## src/rtl/srb_pkg.sv

```systemverilog
package srb_pkg;
  // Bit positions of the synchronised pin vector.
  localparam int unsigned PIN_SCLK = 0;
  localparam int unsigned PIN_SEN  = 1;
  localparam int unsigned PIN_SDI  = 2;
  localparam int unsigned PIN_LDN  = 3;
  localparam int unsigned NPINS    = 4;
  // Idle levels: clock low, enable high, data low, load high.
  localparam logic [NPINS-1:0] PIN_IDLE = 4'b1010;
endpackage

```

## src/rtl/srb_pin_sync.sv

```systemverilog
module srb_pin_sync #(
  parameter int unsigned N      = 4,
  parameter int unsigned STAGES = 2,
  parameter logic [N-1:0] IDLE  = '0
) (
  input  logic         clk,
  input  logic         rst,
  input  logic [N-1:0] pin_i,
  output logic [N-1:0] lvl_o
);
  for (genvar p = 0; p < N; p++) begin : g_pin
    logic [STAGES-1:0] chain;
    always_ff @(posedge clk) begin
      if (rst) chain <= {STAGES{IDLE[p]}};
      else     chain <= {chain[STAGES-2:0], pin_i[p]};
    end
    assign lvl_o[p] = chain[STAGES-1];
  end
endmodule

```

## src/rtl/srb_clear_sync.sv

```systemverilog
module srb_clear_sync #(
  parameter int unsigned STAGES = 2
) (
  input  logic clk,
  input  logic rst,
  input  logic clr_n,
  output logic clr_ok
);
  logic [STAGES-1:0] q;
  // Goes low at once with the pin, and comes back STAGES cycles after release.
  always_ff @(posedge clk or negedge clr_n) begin
    if (!clr_n)   q <= '0;
    else if (rst) q <= '0;
    else          q <= {q[STAGES-2:0], 1'b1};
  end
  assign clr_ok = q[STAGES-1];
endmodule

```

## src/rtl/srb_frame_shifter.sv

```systemverilog
module srb_frame_shifter #(
  parameter int unsigned AW = 3,
  parameter int unsigned DW = 8,
  localparam int unsigned FW = AW + DW
) (
  input  logic          clk,
  input  logic          rst,
  input  logic          sclk_l,
  input  logic          sen_l,
  input  logic          sdi_l,
  output logic [AW-1:0] addr_o,
  output logic [DW-1:0] data_o
);
  logic          sclk_p, sen_p;
  logic          shift_evt;
  logic [FW-1:0] sh;

  always_ff @(posedge clk) begin
    if (rst) begin
      sclk_p <= 1'b0;
      sen_p  <= 1'b1;
    end else begin
      sclk_p <= sclk_l;
      sen_p  <= sen_l;
    end
  end

  // Rising clock while enabled, or falling enable while clock is high.
  assign shift_evt = (sclk_l & ~sclk_p & ~sen_l) | (~sen_l & sen_p & sclk_l);

  always_ff @(posedge clk) begin
    if (rst)            sh <= '0;
    else if (shift_evt) sh <= {sh[FW-2:0], sdi_l};
  end

  assign addr_o = sh[FW-1:DW];
  assign data_o = sh[DW-1:0];

  assert_shift_R3_R4: assert property (@(posedge clk) disable iff (rst)
    shift_evt |=> (sh[0] == $past(sdi_l)) && (sh[FW-1:1] == $past(sh[FW-2:0])));

  assert_no_shift_R5: assert property (@(posedge clk) disable iff (rst)
    (sclk_l == sclk_p) && (sen_l == sen_p) |=> $stable(sh));
endmodule

```

## src/rtl/srb_code_bank.sv

```systemverilog
module srb_code_bank #(
  parameter int unsigned NCH = 8,
  parameter int unsigned DW  = 8,
  localparam int unsigned AW = $clog2(NCH)
) (
  input  logic              clk,
  input  logic              rst,
  input  logic              clr_n,
  input  logic              wr_en,
  input  logic [AW-1:0]     wr_addr,
  input  logic [DW-1:0]     wr_data,
  output logic [NCH*DW-1:0] code_o,
  output logic [NCH-1:0]    upd_o
);
  for (genvar k = 0; k < NCH; k++) begin : g_ch
    logic hit;
    assign hit = wr_en && (wr_addr == AW'(k));
    always_ff @(posedge clk or negedge clr_n) begin
      if (!clr_n) begin
        code_o[k*DW +: DW] <= '0;
        upd_o[k]           <= 1'b0;
      end else if (rst) begin
        code_o[k*DW +: DW] <= '0;
        upd_o[k]           <= 1'b0;
      end else begin
        upd_o[k] <= hit;
        if (hit) code_o[k*DW +: DW] <= wr_data;
      end
    end
  end

  assert_one_update_R8: assert property (@(posedge clk) disable iff (rst)
    $onehot0(upd_o));

  assert_write_R7: assert property (@(posedge clk) disable iff (rst || !clr_n)
    wr_en |=> (code_o[$past(wr_addr)*DW +: DW] == $past(wr_data))
              && (upd_o == (NCH'(1) << $past(wr_addr))));

  assert_hold_R11: assert property (@(posedge clk) disable iff (rst || !clr_n)
    !wr_en |=> $stable(code_o) && (upd_o == '0));

  assert_cleared_R9: assert property (@(posedge clk) disable iff (rst)
    !clr_n |-> (code_o == '0) && (upd_o == '0));
endmodule

```

## src/rtl/serial_reg_bank.sv

```systemverilog
module serial_reg_bank #(
  parameter int unsigned NCH    = 8,
  parameter int unsigned DW     = 8,
  parameter int unsigned STAGES = 2,
  localparam int unsigned AW    = $clog2(NCH)
) (
  input  logic              clk,
  input  logic              rst,
  input  logic              sclk_pin,
  input  logic              sen_pin,
  input  logic              sdi_pin,
  input  logic              load_n_pin,
  input  logic              clr_n_pin,
  output logic [NCH*DW-1:0] code_o,
  output logic [NCH-1:0]    upd_o
);
  import srb_pkg::*;

  logic [NPINS-1:0] pins, lvl;
  logic             ld_p, ld_evt, clr_ok;
  logic [AW-1:0]    addr;
  logic [DW-1:0]    data;

  assign pins[PIN_SCLK] = sclk_pin;
  assign pins[PIN_SEN]  = sen_pin;
  assign pins[PIN_SDI]  = sdi_pin;
  assign pins[PIN_LDN]  = load_n_pin;

  srb_pin_sync #(.N(NPINS), .STAGES(STAGES), .IDLE(PIN_IDLE)) u_sync (
    .clk(clk), .rst(rst), .pin_i(pins), .lvl_o(lvl));

  srb_clear_sync #(.STAGES(STAGES)) u_clr (
    .clk(clk), .rst(rst), .clr_n(clr_n_pin), .clr_ok(clr_ok));

  srb_frame_shifter #(.AW(AW), .DW(DW)) u_shift (
    .clk(clk), .rst(rst),
    .sclk_l(lvl[PIN_SCLK]), .sen_l(lvl[PIN_SEN]), .sdi_l(lvl[PIN_SDI]),
    .addr_o(addr), .data_o(data));

  always_ff @(posedge clk) begin
    if (rst) ld_p <= 1'b1;
    else     ld_p <= lvl[PIN_LDN];
  end

  // Falling load edge, dropped while clear is active or just released.
  assign ld_evt = ld_p & ~lvl[PIN_LDN] & clr_ok;

  srb_code_bank #(.NCH(NCH), .DW(DW)) u_bank (
    .clk(clk), .rst(rst), .clr_n(clr_n_pin),
    .wr_en(ld_evt), .wr_addr(addr), .wr_data(data),
    .code_o(code_o), .upd_o(upd_o));

  assert_clear_blocks_load_R10: assert property (@(posedge clk) disable iff (rst)
    !clr_ok |=> (upd_o == '0));

  assert_reset_state_R1: assert property (@(posedge clk)
    rst |=> (code_o == '0) && (upd_o == '0));
endmodule

```

## config.mk

```make
export PLATFORM = sky130hd
export DESIGN_NAME = serial_reg_bank
export DESIGN_NICKNAME = d
export VERILOG_FILES = /design/src/rtl/srb_pkg.sv /design/src/rtl/srb_pin_sync.sv /design/src/rtl/srb_clear_sync.sv /design/src/rtl/srb_frame_shifter.sv /design/src/rtl/srb_code_bank.sv /design/src/rtl/serial_reg_bank.sv
export SDC_FILE = /design/constraint.sdc
export NUM_CORES = 1
export LEC_CHECK = 0
export ABC_AREA = 0
export ABC_CLOCK_PERIOD_IN_PS = 4000
export BUFFER_PORTS_ARGS = -buffer_cell sky130_fd_sc_hd__buf_2
export CAP_MARGIN = 20
export CORE_MARGIN = 2
export CORE_UTILIZATION = 30
export CTS_CLUSTER_DIAMETER = 150
export DETAILED_ROUTE_END_ITERATION = 10
export HOLD_SLACK_MARGIN = 0.1
export PLACE_DENSITY = 0.57
export SYNTH_ARGS = -nofsm -noshare
export SYNTH_HDL_FRONTEND = slang
export SYNTH_HIERARCHICAL = 1
export SYNTH_SLANG_ARGS = --single-unit
```

## constraint.sdc

```tcl
create_clock -name clk -period 4 [get_ports clk]
set_input_delay 1.2 -clock clk [delete_from_list [all_inputs] [get_ports clk]]
set_output_delay 1.2 -clock clk [all_outputs]
set_load 0.01 [all_outputs]
```

# Word level (Yosys, flattened, before mapping)
# Index checks and enable logic that the tools add are counted.
# totals
register_bits	96
inputBits	7
output_inout_bits	72
wordCells	84
# op_classes
n_eq_ne	7
n_mux	25
n_bitwise	10
reduce_logical	17
# ops
cell	count
$mux W8	16
$reduce_bool A2 Y1	8
$eq A3 B3 Y1 const B	4
$logic_and A1 B1 Y1	8
$mux W1	8
$and A1 B1 Y1	6
$eq A3 B2 Y1 const B	2
$eq A3 B1 Y1 const B	1
$logic_not A3 Y1	1
$not A1 Y1	3
$mux W2	1
$or A1 B1 Y1	1

# Longest topological paths before layout
# depth
depth_word	6
mapped_depth	7
mapped_depth_nobuf	4

# Cells and area by module
# Netlist, hierarchy kept.
# modules_own_cells
module	instances	cells_per_inst	area_per_inst_um2	seq_area_each_um2
srb_code_bank	1	175	2611.3	1801.7
srb_frame_shifter	1	43	503.0	260.2
srb_pin_sync	1	20	240.2	160.2
srb_clear_sync	1	4	60.1	50.0
serial_reg_bank	1	3	36.3	20.0

# Worst setup path after synthesis
# OpenSTA, ideal clock, no wires.
# synth_timing
path_type	input-to-reg
start	in rst
end	reg u_bank.code_o[0]
setup_time_ps	68
arrival_ps	2252
required_ps	3932
setup_slack_ps	1680
stages	5
path_buffers	2
path_cell_list	buf_6 > or3b_1 > buf_4 > nor3_4 > a22o_1
# synth_via
elab_chain_len	1
elab_cells_between_ends	2
cone_classes	mux (1); reduce/logical (1)
# synth_rtl
element	line	text
start, declared	serial_reg_bank.sv:8	input logic rst,
$mux W8 / $reduce_bool A2 Y1 (equally long branches)	-	
end signal, assigned by index	srb_code_bank.sv:27	if (hit) code_o[k*DW +: DW] <= wr_data;
end, declared	srb_code_bank.sv:12	output logic [NCH*DW-1:0] code_o,
# Parallel ways exist; a longest one is shown, timed or not.
# A chain may end at the register's enable or synchronous reset.

# Final worst setup path
# layout_timing
start	in rst
end	reg u_bank.code_o[4]
# Same word-level chain as after synthesis.

==> results.sh <==
export IMPL_seq_area_frac_synth_pct=66.4
export IMPL_netlist_area_um2=3450
export IMPL_placed_cells_incl_taps=448
export IMPL_cp_slowest_stage_delay_ns=0.60
export IMPL_die_height_um=111
export IMPL_worst_endpoint_arrival_ns=2.62
export IMPL_max_slew_margin_pct=39.3
export IMPL_placedInstanceArea_um2=3920
export IMPL_average_wire_per_standard_cell_um=18.0
export IMPL_worst_hold_path_type="register to register"
export IMPL_ant_diodes=0
export IMPL_clock_fmax_mhz=427
export IMPL_grt_pass1_wl_mm=13.2
export IMPL_grt_start_max_net_pins=42
export IMPL_worst_pin_slew_ns=0.911
export IMPL_drt_total_wl_mm=8.34
export IMPL_cts_tree="yes"
export IMPL_remaining_routing_drc_violations=0
export IMPL_cell_by_cell_trace_of_the_critical_path="buf_2 > or3b_1 > nor3_4 > a22o_1"
export IMPL_crit_path_max_fanout=35
export IMPL_grtUsageTotal_pct=13.8
export IMPL_timing_final_crit_share_pct=58.6
export IMPL_setup_worst_path_start_class="input port"
export IMPL_via_count=2239
export IMPL_layout_drive_gt1_share_pct=32.4
export IMPL_effective_utilization_at_floorplan_pct=30.5
export IMPL_grt_pass1_vias=2218
export IMPL_report_final_hold_viol_count=0
export IMPL_cts_buffers_inserted=9
export IMPL_synth_distinct_cells=26
export IMPL_netlist_instances=245
export IMPL_postSynthNetCount=252
export IMPL_dp_final_hpwl_mm=5.51
export IMPL_skew_ns=0.00581
export IMPL_cp_max_delay_cell="sky130_fd_sc_hd__or3b_1"
export IMPL_cp_required_ns=4.27
export IMPL_cts_reportedPaths_clkPinSlew_ns=0.07
export IMPL_drt_first_pass_iters=4
export IMPL_numClockSinks=96
export IMPL_routabilityCongestion=0.720
export IMPL_postLayoutCoreUtil_pct=37.5
export IMPL_run_status="finished clean"
export IMPL_design_die_area_um2=12400
export IMPL_critical_path_endpoint_type="register"
export IMPL_power_per_cell_area_nw_per_um2=448
export IMPL_layout_min_cycle_time_ns=2.34
export IMPL_critical_path_top_delay_family="simple AND/OR/NAND/NOR gates"
export IMPL_avgSynthCellArea_um2=14.1
export IMPL_cts_resized_gates=0
export IMPL_final_max_slew_viol_count=0
export IMPL_nFillCells=1130
export IMPL_postRouteAntennaNets=0
export IMPL_vdd_ir_drop_max_mv=0.192
export IMPL_clock_path_buffers=2
export IMPL_instances_no_fill=464
export IMPL_max_cap_violations=0
export IMPL_final_seq_area_um2=2290
export IMPL_timing_critical_path_buf_inv=1
export IMPL_route_detailed_vias_per_inst=4.83
export IMPL_ioPinCount=79
export IMPL_synth_ff_latch_count=96
export IMPL_fin_area_um2=4240
export IMPL_buffer_ports_inserted=78
export IMPL_first_iter_violations=112
export IMPL_critical_path_class="input port to register"
export IMPL_fp_row_count=39
export IMPL_yosys_warnings=6
export IMPL_holdBufCountCts=0
export IMPL_post_cts_setup_buffers=0
export IMPL_setup_viol=0
export IMPL_grt_ovfl_total=0
export IMPL_multi_input_area_um2=1040
export IMPL_placeableCoreArea_um2=11300
export IMPL_cts_htree_levels=3
export IMPL_flow_area_growth_from_synthesis_pct=22.9
export IMPL_leakage_nw=2.14
export IMPL_rsz_0062_raised_after_global_routing="false"
export IMPL_finalNetCount=323
export IMPL_clkLatencyLatePin_ns=0.34
export IMPL_floorplan_die_width_um=111
export IMPL_antenna_found_initial=0
export IMPL_root_buffer="sky130_fd_sc_hd__clkbuf_16"
export IMPL_finalSetupTns_ns=0
[Yosys cell counts]
library cell,n,area (um^2)
sky130_fd_sc_hd__and3b_1,1,8.76
sky130_fd_sc_hd__nor3_4,1,16.3
sky130_fd_sc_hd__dfxtp_1,22,440
sky130_fd_sc_hd__nand2_1,1,3.75
sky130_fd_sc_hd__buf_4,6,45.0
sky130_fd_sc_hd__nand2b_4,1,13.8
sky130_fd_sc_hd__a31oi_1,6,37.5
sky130_fd_sc_hd__nor2_4,3,33.8
sky130_fd_sc_hd__dfrtp_1,74,1850
sky130_fd_sc_hd__clkbuf_1,2,7.51
sky130_fd_sc_hd__or2_1,5,31.3
sky130_fd_sc_hd__nor2b_1,8,50.1
sky130_fd_sc_hd__mux2i_1,11,110
sky130_fd_sc_hd__a22o_1,64,561
sky130_fd_sc_hd__or2_2,1,6.26
sky130_fd_sc_hd__inv_1,2,7.51
sky130_fd_sc_hd__buf_1,8,30.0
sky130_fd_sc_hd__or3b_1,1,8.76
sky130_fd_sc_hd__nand2b_1,14,87.6
sky130_fd_sc_hd__and3b_2,1,10.0
sky130_fd_sc_hd__a41oi_1,2,17.5
sky130_fd_sc_hd__buf_6,2,22.5
sky130_fd_sc_hd__nand3b_1,2,15.0
sky130_fd_sc_hd__buf_2,2,10.0
sky130_fd_sc_hd__nor2_1,4,15.0
sky130_fd_sc_hd__nor3_2,1,10.0
[report_power, final]
group          internal, mW  leakage, nW  switching, mW
sequential            0.973         1.21        0.00160
combinational        0.0112        0.774         0.0320
clock                 0.518        0.159          0.366
[kinds of logic (layout without fill, tap and decap cells)]
family	after synthesis	after routing	share of synthesized area (%)
DFF	96	96	66.4
muxes	11	11	3.19
and+or+nand+nor	44	44	8.99
buffers and inverters	22	98	3.55
AOI/OAI and AO/OA	72	72	17.8
[metrics by stage]
step | hold WS [ns] | power [mW] | worst slack, ns
after global placement | 0.389 | 1.04 | 1.36
after detailed placement | 0.391 | 1.04 | 1.28
after global routing | 0.424 | 1.96 | 1.53
final | 0.407 | 1.90 | 1.66
after CTS | 0.408 | 1.93 | 1.65
after floorplan | 0.383 | 1.02 | 1.68
[flip-flops by register name (all words and copies together), names as in the netlist]
| register | cells |
|---|---|
| ld_p | 1 |
| u_shift/sen_p | 1 |
| u_shift/sh | 11 |
| u_sync/g_pin.chain | 8 |
| u_bank/code_o | 64 |
| u_clr/q | 2 |
| u_bank/upd_o | 8 |
| u_shift/sclk_p | 1 |
[layer usage]
metal / global-route usage (%) / vias to the layer above / wire, um
met5: 0 / - / 0
met4: 3.46 / 0 / 54
met3: 3.83 / 7 / 330
met2: 21.5 / 62 / 3960
met1: 19.1 / 1117 / 3990
li1: - / 1053 / -
[placed cells by master, fill, tap and decap left out, types with 2 or more instances in the layout]
master                      synthesis  routed
sky130_fd_sc_hd__a31oi_1            6       6
sky130_fd_sc_hd__dfxtp_1           22      22
sky130_fd_sc_hd__a41oi_1            2       2
sky130_fd_sc_hd__nor2_4             3       3
sky130_fd_sc_hd__a22o_1            64      64
sky130_fd_sc_hd__nor2_1             4       4
sky130_fd_sc_hd__nand3b_1           2       2
sky130_fd_sc_hd__dfrtp_1           74      74
sky130_fd_sc_hd__inv_1              2       2
sky130_fd_sc_hd__clkinv_4           0       2
sky130_fd_sc_hd__nand2b_1          14      14
sky130_fd_sc_hd__or2_1              5       5
sky130_fd_sc_hd__buf_4              6       2
sky130_fd_sc_hd__buf_2              2      78
sky130_fd_sc_hd__mux2i_1           11      11
sky130_fd_sc_hd__clkbuf_16          0      11
sky130_fd_sc_hd__nor2b_1            8       8
[cell type report]
class	instances	area share, %
multi-input cells	127	24.4
inverters	2	0.177
clock buffers	12	6.82
flip-flops and latches	96	54.1
clock inverters	4	0.738
repair buffers	80	9.56
well taps	143	4.22
[worst reg2reg max path: cells and delay by family (launching register included)]
kind,cells,cell delay (ns)
AND/OR/NAND/NOR,3,1.22
flip-flops,1,0.30
AO/OA/AOI/OAI,1,0.21
[final timing paths]
path	from	end	slack [ns]	cells after the start
min in group asynchronous	clr_n_pin	u_bank/code_o[60]	0.99	1
worst min register to register	u_sync/g_pin[1].chain[0]	u_sync/g_pin[1].chain[1]	0.41	1
worst max-delay path	rst	u_bank/code_o[4]	1.66	4
worst min-delay path	u_sync/g_pin[1].chain[0]	u_sync/g_pin[1].chain[1]	0.41	1
max in group asynchronous	clr_n_pin	u_bank/code_o[5]	2.21	2
worst max register to register	u_sync/g_pin[3].chain[1]	u_bank/code_o[4]	2.20	4
Note: power is estimated with default switching activity, not from simulation.
